### src/rtl/wkseq_pkg.sv
package wkseq_pkg;
  typedef enum logic [2:0] {
    WK_SLEEP  = 3'd0,
    WK_REQ    = 3'd1,
    WK_SETTLE = 3'd2,
    WK_FLOW   = 3'd3,
    WK_OPEN   = 3'd4
  } wk_state_e;
endpackage

### src/rtl/wkseq_sync.sv
// Multi-stage synchronizer for one asynchronous input bit.
module wkseq_sync #(
  parameter int   STAGES  = 2,
  parameter logic RST_VAL = 1'b0
) (
  input  logic clk,
  input  logic rst_n,
  input  logic d_i,
  output logic q_o
);
  logic [STAGES-1:0] stg_q;

  for (genvar i = 0; i < STAGES; i++) begin : g_stage
    if (i == 0) begin : g_first
      always_ff @(posedge clk or negedge rst_n) begin
        if (!rst_n) stg_q[i] <= RST_VAL;
        else        stg_q[i] <= d_i;
      end
    end else begin : g_next
      always_ff @(posedge clk or negedge rst_n) begin
        if (!rst_n) stg_q[i] <= RST_VAL;
        else        stg_q[i] <= stg_q[i-1];
      end
    end
  end

  assign q_o = stg_q[STAGES-1];
endmodule

### src/rtl/wkseq_timer.sv
// Loadable down-counter shared by every timed phase of the sequence.
module wkseq_timer #(
  parameter int W = 11
) (
  input  logic         clk,
  input  logic         rst_n,
  input  logic         load_i,
  input  logic [W-1:0] load_val_i,
  output logic         zero_o
);
  logic [W-1:0] cnt_q, cnt_d;

  always_comb begin
    cnt_d = cnt_q;
    if (load_i)              cnt_d = load_val_i;
    else if (cnt_q != '0)    cnt_d = cnt_q - 1'b1;
  end

  always_ff @(posedge clk or negedge rst_n) begin
    if (!rst_n) cnt_q <= '0;
    else        cnt_q <= cnt_d;
  end

  assign zero_o = (cnt_q == '0);
endmodule

### src/rtl/wkseq_fsm.sv
// Wake protocol state machine: request, settle, flow latency, open.
module wkseq_fsm
  import wkseq_pkg::*;
#(
  parameter int W          = 11,
  parameter int CFG_W      = 4,
  parameter int REQ_DLY    = 2,
  parameter int FLOW_LAT   = 4,
  parameter int CYC_PER_MS = 33,
  parameter int BASE_MS    = 3,
  parameter int STEP_MS    = 3,
  parameter int MAX_CODE   = 12
) (
  input  logic             clk,
  input  logic             rst_n,
  input  logic             wake_s_i,
  input  logic             cts_n_s_i,
  input  logic             evt_pending_i,
  input  logic [CFG_W-1:0] cfg_i,
  input  logic             tmr_zero_i,
  output logic             tmr_load_o,
  output logic [W-1:0]     tmr_val_o,
  output logic             clk_req_o,
  output logic             rts_n_o,
  output logic             tx_en_o
);
  localparam logic [CFG_W-1:0] CODE_CAP = CFG_W'(MAX_CODE);

  wk_state_e        st_q, st_d;
  logic             wake_d_q;
  logic             wake_rise, go_sleep;
  logic [CFG_W-1:0] code_sat;
  logic [W-1:0]     settle_last;

  always_ff @(posedge clk or negedge rst_n) begin
    if (!rst_n) begin
      st_q     <= WK_SLEEP;
      wake_d_q <= 1'b0;
    end else begin
      st_q     <= st_d;
      wake_d_q <= wake_s_i;
    end
  end

  assign wake_rise   = wake_s_i & ~wake_d_q;
  assign go_sleep    = ~wake_s_i & ~evt_pending_i;
  assign code_sat    = (cfg_i > CODE_CAP) ? CODE_CAP : cfg_i;
  assign settle_last = W'((BASE_MS + STEP_MS * int'(code_sat)) * CYC_PER_MS - 1);

  always_comb begin
    st_d       = st_q;
    tmr_load_o = 1'b0;
    tmr_val_o  = '0;
    unique case (st_q)
      WK_SLEEP: begin
        if (wake_rise) begin
          st_d       = WK_REQ;
          tmr_load_o = 1'b1;
          tmr_val_o  = W'(REQ_DLY - 2);
        end
      end
      WK_REQ: begin
        if (go_sleep) st_d = WK_SLEEP;
        else if (tmr_zero_i) begin
          st_d       = WK_SETTLE;
          tmr_load_o = 1'b1;
          tmr_val_o  = settle_last;
        end
      end
      WK_SETTLE: begin
        if (go_sleep) st_d = WK_SLEEP;
        else if (tmr_zero_i) begin
          st_d       = WK_FLOW;
          tmr_load_o = 1'b1;
          tmr_val_o  = W'(FLOW_LAT - 1);
        end
      end
      WK_FLOW: begin
        if (go_sleep)        st_d = WK_SLEEP;
        else if (tmr_zero_i) st_d = WK_OPEN;
      end
      WK_OPEN: begin
        if (go_sleep) st_d = WK_SLEEP;
      end
      default: st_d = WK_SLEEP;
    endcase
  end

  assign clk_req_o = (st_q == WK_SETTLE) || (st_q == WK_FLOW) || (st_q == WK_OPEN);
  assign rts_n_o   = (st_q != WK_OPEN);
  assign tx_en_o   = (st_q == WK_OPEN) && !cts_n_s_i;
endmodule

### src/rtl/lp_wake_seq.sv
module lp_wake_seq #(
  parameter int CFG_W      = 4,
  parameter int SYNC_STG   = 2,
  parameter int REQ_DLY    = 2,
  parameter int FLOW_LAT   = 4,
  parameter int CYC_PER_MS = 33,
  parameter int BASE_MS    = 3,
  parameter int STEP_MS    = 3,
  parameter int MAX_CODE   = 12
) (
  input  logic             lp_clk,
  input  logic             rst_n,
  input  logic             host_wake_i,
  input  logic             cts_n_i,
  input  logic [CFG_W-1:0] settle_cfg_i,
  input  logic             evt_pending_i,
  output logic             clk_req_o,
  output logic             rts_n_o,
  output logic             host_irq_o,
  output logic             tx_en_o
);
  localparam int MAX_CYC = (BASE_MS + STEP_MS * MAX_CODE) * CYC_PER_MS;
  localparam int TMR_W   = $clog2(MAX_CYC + 1);

  logic             wake_s, cts_n_s;
  logic             tmr_load, tmr_zero;
  logic [TMR_W-1:0] tmr_val;

  wkseq_sync #(.STAGES(SYNC_STG), .RST_VAL(1'b0)) u_wake_sync (
    .clk(lp_clk), .rst_n(rst_n), .d_i(host_wake_i), .q_o(wake_s)
  );

  wkseq_sync #(.STAGES(SYNC_STG), .RST_VAL(1'b1)) u_cts_sync (
    .clk(lp_clk), .rst_n(rst_n), .d_i(cts_n_i), .q_o(cts_n_s)
  );

  wkseq_timer #(.W(TMR_W)) u_timer (
    .clk(lp_clk), .rst_n(rst_n), .load_i(tmr_load),
    .load_val_i(tmr_val), .zero_o(tmr_zero)
  );

  wkseq_fsm #(
    .W(TMR_W), .CFG_W(CFG_W), .REQ_DLY(REQ_DLY), .FLOW_LAT(FLOW_LAT),
    .CYC_PER_MS(CYC_PER_MS), .BASE_MS(BASE_MS), .STEP_MS(STEP_MS),
    .MAX_CODE(MAX_CODE)
  ) u_fsm (
    .clk(lp_clk), .rst_n(rst_n), .wake_s_i(wake_s), .cts_n_s_i(cts_n_s),
    .evt_pending_i(evt_pending_i), .cfg_i(settle_cfg_i),
    .tmr_zero_i(tmr_zero), .tmr_load_o(tmr_load), .tmr_val_o(tmr_val),
    .clk_req_o(clk_req_o), .rts_n_o(rts_n_o), .tx_en_o(tx_en_o)
  );

  // Host interrupt mirrors the pending flag in every state.
  logic irq_d;
  assign irq_d = evt_pending_i;

  always_ff @(posedge lp_clk or negedge rst_n) begin
    if (!rst_n) host_irq_o <= 1'b0;
    else        host_irq_o <= irq_d;
  end
endmodule

### config.mk
export PLATFORM = sky130hd
export DESIGN_NAME = lp_wake_seq
export DESIGN_NICKNAME = d
export VERILOG_FILES = /design/src/rtl/wkseq_pkg.sv /design/src/rtl/wkseq_sync.sv /design/src/rtl/wkseq_timer.sv /design/src/rtl/wkseq_fsm.sv /design/src/rtl/lp_wake_seq.sv
export SDC_FILE = /design/constraint.sdc
export NUM_CORES = 1
export LEC_CHECK = 0
export ABC_AREA = 1
export BUFFER_PORTS_ARGS = -buffer_cell sky130_fd_sc_hd__buf_2
export CAP_MARGIN = 20
export CORE_ASPECT_RATIO = 0.7
export CORE_MARGIN = 8
export CORE_UTILIZATION = 44
export CTS_BUF_LIST = sky130_fd_sc_hd__clkbuf_8
export CTS_CLUSTER_DIAMETER = 30
export DETAILED_ROUTE_END_ITERATION = 8
export GPL_TIMING_DRIVEN = 1
export REMOVE_ABC_BUFFERS = 1
export SETUP_SLACK_MARGIN = 0.02
export SYNTH_ARGS = -nofsm -noshare
export SYNTH_HDL_FRONTEND = slang
export SYNTH_SLANG_ARGS = --single-unit
### constraint.sdc
create_clock -name lp_clk -period 2.4 [get_ports lp_clk]
set_clock_uncertainty 0.2 [all_clocks]
set_input_delay 0.72 -clock lp_clk [delete_from_list [all_inputs] [get_ports lp_clk]]
set_output_delay 0.72 -clock lp_clk [all_outputs]
set_load 0.01 [all_outputs]
==> results.json <==
{
  "outcome": "finished, violations left",
  "violations": "setup timing",
  "crit_slowest_cell": "fa_2",
  "power.leakage_nw": 1.597,
  "grtUsageTotal_pct": 16.93,
  "clkLatencyLatePin_ns": 0.26,
  "drive_gt1_share_pct": 47.93,
  "cts_buffer_depth": 2,
  "rsz0062_at_grt": "true",
  "min_from": "u_wake_sync.stg_q[0]$_DFF_PN0_",
  "setup_viol": 9,
  "clock.fmax_ghz": 0.2289,
  "placed_cell_area_sq_um": 2480,
  "holdBufCountCts": 0,
  "remaining_drc_errors": 0,
  "timing.final.crit_period_ns": 4.369,
  "htree_levels": 1,
  "endpoint_kind": "flip-flop",
  "grt_max_degree": 21,
  "drtIter0Drc": 150,
  "synth_area_leader_cell": "dfrtp_1",
  "hold_viol": 0,
  "via_per_inst": 5.074,
  "postRouteAntennaNets": 0,
  "arrival_ns": 4.36,
  "ys_async_sr_fraction_pct": 100.0,
  "synth_edf_count": 0,
  "overflow": 0,
  "port_buffers": 12,
  "crit_path_frequent_cell": "ha_4",
  "power_density_nw_per_um2": 1028,
  "critPathMaxFanout": 5,
  "core.rowCount": 20,
  "initial_utilization_pct": 45.81,
  "dp.cells": 390,
  "n_antenna_cell": 0,
  "n_fill_cell": 293,
  "finalWeightedCongestion": 0.8772,
  "core_area_sq_um": 4329,
  "final_net_count": 402,
  "wl_per_cell_um": 15.07,
  "cts_tree": "yes",
  "crit_buf_inv": 5,
  "syn_inst": 274,
  "path_cells": "buf_8 -> ha_4 -> o21ai_4 -> nand2_2 -> inv_2 -> ha_4 -> fa_1 -> inv_2 -> nor2_4 -> nand3_4 -> nand2_4 -> xor2_4 -> ha_4 -> buf_6 -> fa_2 -> ha_4 -> inv_4 -> nor3_2 -> nand2_1 -> o2111ai_2 -> a21oi_1 -> o21ai_1 -> a21oi_1",
  "yosysSeqAreaShare_pct": 25.36,
  "dp_hpwl_mm": 3.837,
  "fin_ws_ns": -1.969,
  "yosysWarnings": 0,
  "finalMaxSlewViolations": 0,
  "netlist_top_cells_area": "dfrtp_1 (23%), ha_1 (16%), nand2_1 (12%)",
  "die_w_um": 96.24,
  "relSlewSlack_pct": 68.93,
  "slowest_delay_ns": 0.62,
  "critPathRequiredTime_ns": 2.39,
  "maxCapViolCount": 0,
  "hp-class": "reg2reg",
  "path_class": "in2reg",
  "crit_family": "adder cells",
  "place_ws_ns": -2.410,
  "synth_cell_type_count": 31,
  "startpoint": "settle_cfg_i[3]",
  "cts_root_buffer": "clkbuf_8",
  "numCtsBuffers": 3,
  "fin_cells": 418,
  "numClockSinks": 20,
  "drt_pass1_iterations": 4,
  "syn_to_final_growth_pct": 64.35,
  "grt_pass1_wl_mm": 9.384,
  "grt_antenna_before_repair": 0,
  "hold_ws_ns": 0.1543,
  "reg2reg_from": "u_timer.cnt_q[0]$_DFFE_PN0P_",
  "ys_ff_latch": 20,
  "die_h_um": 72.17,
  "io_pins": 13,
  "ir_drop_mv": 0.5266,
  "syn_area_per_cell_sq_um": 7.238,
  "clkTransAtPathRegs_ns": 0.08,
  "fin_crit_sh_pct": 182.0,
  "routed_wl_mm": 6.300,
  "tightest_slew_ns": 0.4661,
  "synthDominantCellAreaShare_pct": 22.71,
  "power_mw": 3.351,
  "stdcell_area_sq_um": 3259,
  "critPathLaunchType": "input pin",
  "netlist_area_sq_um": 1983,
  "synthFlopType": "dfrtp_1",
  "grt_pass1_vias": 2061,
  "dieArea_sq_um": 6946,
  "vias": 2121
}
layout by cell type (no fill, tap or decap), types with 3 or more instances in the layout:
cell      instances
nand3b_1          3
inv_1            40
inv_2            10
nor2_4            5
nor2_1           21
dfrtp_1          18
buf_2            10
nand3_1          17
a21oi_1           6
xor2_1            8
nand2_2          16
o21ai_2           5
nor3_1            4
nand2_4           3
clkbuf_8          3
o21ai_0           3
nand2_1          47
buf_4            56
ha_1              8
a21oi_4           3
nand3_4           4
ha_4             17
buf_6            18
nor2_2            4
a21oi_2           3
path summary, 6_finish.rpt:
path / end / slack [ns] / cells past startpoint
min: u_wake_sync.q_o$_DFF_PN0_ / 0.15 / 0
max: u_timer.cnt_q[9]$_DFFE_PN0P_ / -1.97 / 23
min in group asynchronous: u_timer.cnt_q[10]$_DFFE_PN0P_ / 0.20 / 1
max in group asynchronous: u_cts_sync.stg_q[0]$_DFF_PN1_ / 1.45 / 1
min reg2reg: u_wake_sync.q_o$_DFF_PN0_ / 0.15 / 0
max reg2reg: u_timer.cnt_q[5]$_DFFE_PN0P_ / 0.27 / 12
area by class of cell:
| cell class | instances | area, sq um | area share [%] |
|---|---|---|---|
| sequential | 20 | 503.0 | 15.43 |
| clock buffer | 3 | 41.29 | 1.267 |
| clock inverter | 1 | 30.03 | 0.9213 |
| tap | 55 | 68.82 | 2.111 |
| timing repair buffer | 85 | 688.2 | 21.11 |
| multi-input combinational | 203 | 1734 | 53.21 |
| inverter | 51 | 193.9 | 5.950 |
state kept, by name, indices dropped and copies added (netlist names):
signal             flops
u_fsm.st_q             3
u_timer.cnt_q         11
u_wake_sync.q_o        1
u_cts_sync.q_o         1
u_fsm.wake_d_q         1
host_irq_o             1
u_wake_sync.stg_q      1
u_cts_sync.stg_q       1
stage by stage:
stage                     setup TNS, ns  util [%]
after global placement           -17.35     57.28
after CTS                        -13.48     69.48
after global routing             -15.49     75.29
final                            -14.47     75.29
after floorplan                  -14.81         -
after detailed placement         -18.03     57.28
where the power goes:
part / internal, mW / switching (mW) / total [mW]
Clock: 0.223 / 0.117 / 0.340
Combinational: 1.27 / 1.22 / 2.50
Sequential: 0.434 / 0.0797 / 0.514
Total: 1.93 / 1.42 / 3.35
cells in the mapped netlist, drive strengths merged, types with 3 or more instances:
cell	n
xor2	11
dfrtp	18
nand3	23
a21oi	12
ha	26
nor2	30
o21ai	11
nand2	66
inv	51
nand3b	3
fa	3
nor3	6
timing repair:
| item | 4_1_cts | 5_1_grt |
|---|---|---|
| pin swaps | 27 | 41 |
| endpoints found under the setup margin | 9 | 9 |
| setup buffers | 23 | 5 |
| gates resized for setup | 60 | 51 |
| gates cloned | 0 | 0 |
logic make-up (layout without fill, tap and decap cells):
| group | Yosys count | after routing | share of synthesized area (%) |
|---|---|---|---|
| adder cells (fa/ha/maj) | 29 | 29 | 19.43 |
| AND/OR/NAND/NOR | 131 | 131 | 30.60 |
| AO/OA/AOI/OAI | 30 | 30 | 9.212 |
| flip-flops | 20 | 20 | 25.36 |
| buffers and inverters | 51 | 140 | 9.653 |
| XOR/XNOR | 13 | 13 | 5.741 |
metal layers:
layer	share of wire (%)	global-route usage, %	vias to the layer above
met5	0	0	-
met4	1.2	2.547	0
met3	5.4	3.711	10
met2	49	26.68	56
met1	45	23.31	1007
li1	-	-	1048
(Power assumes the default switching activity.)
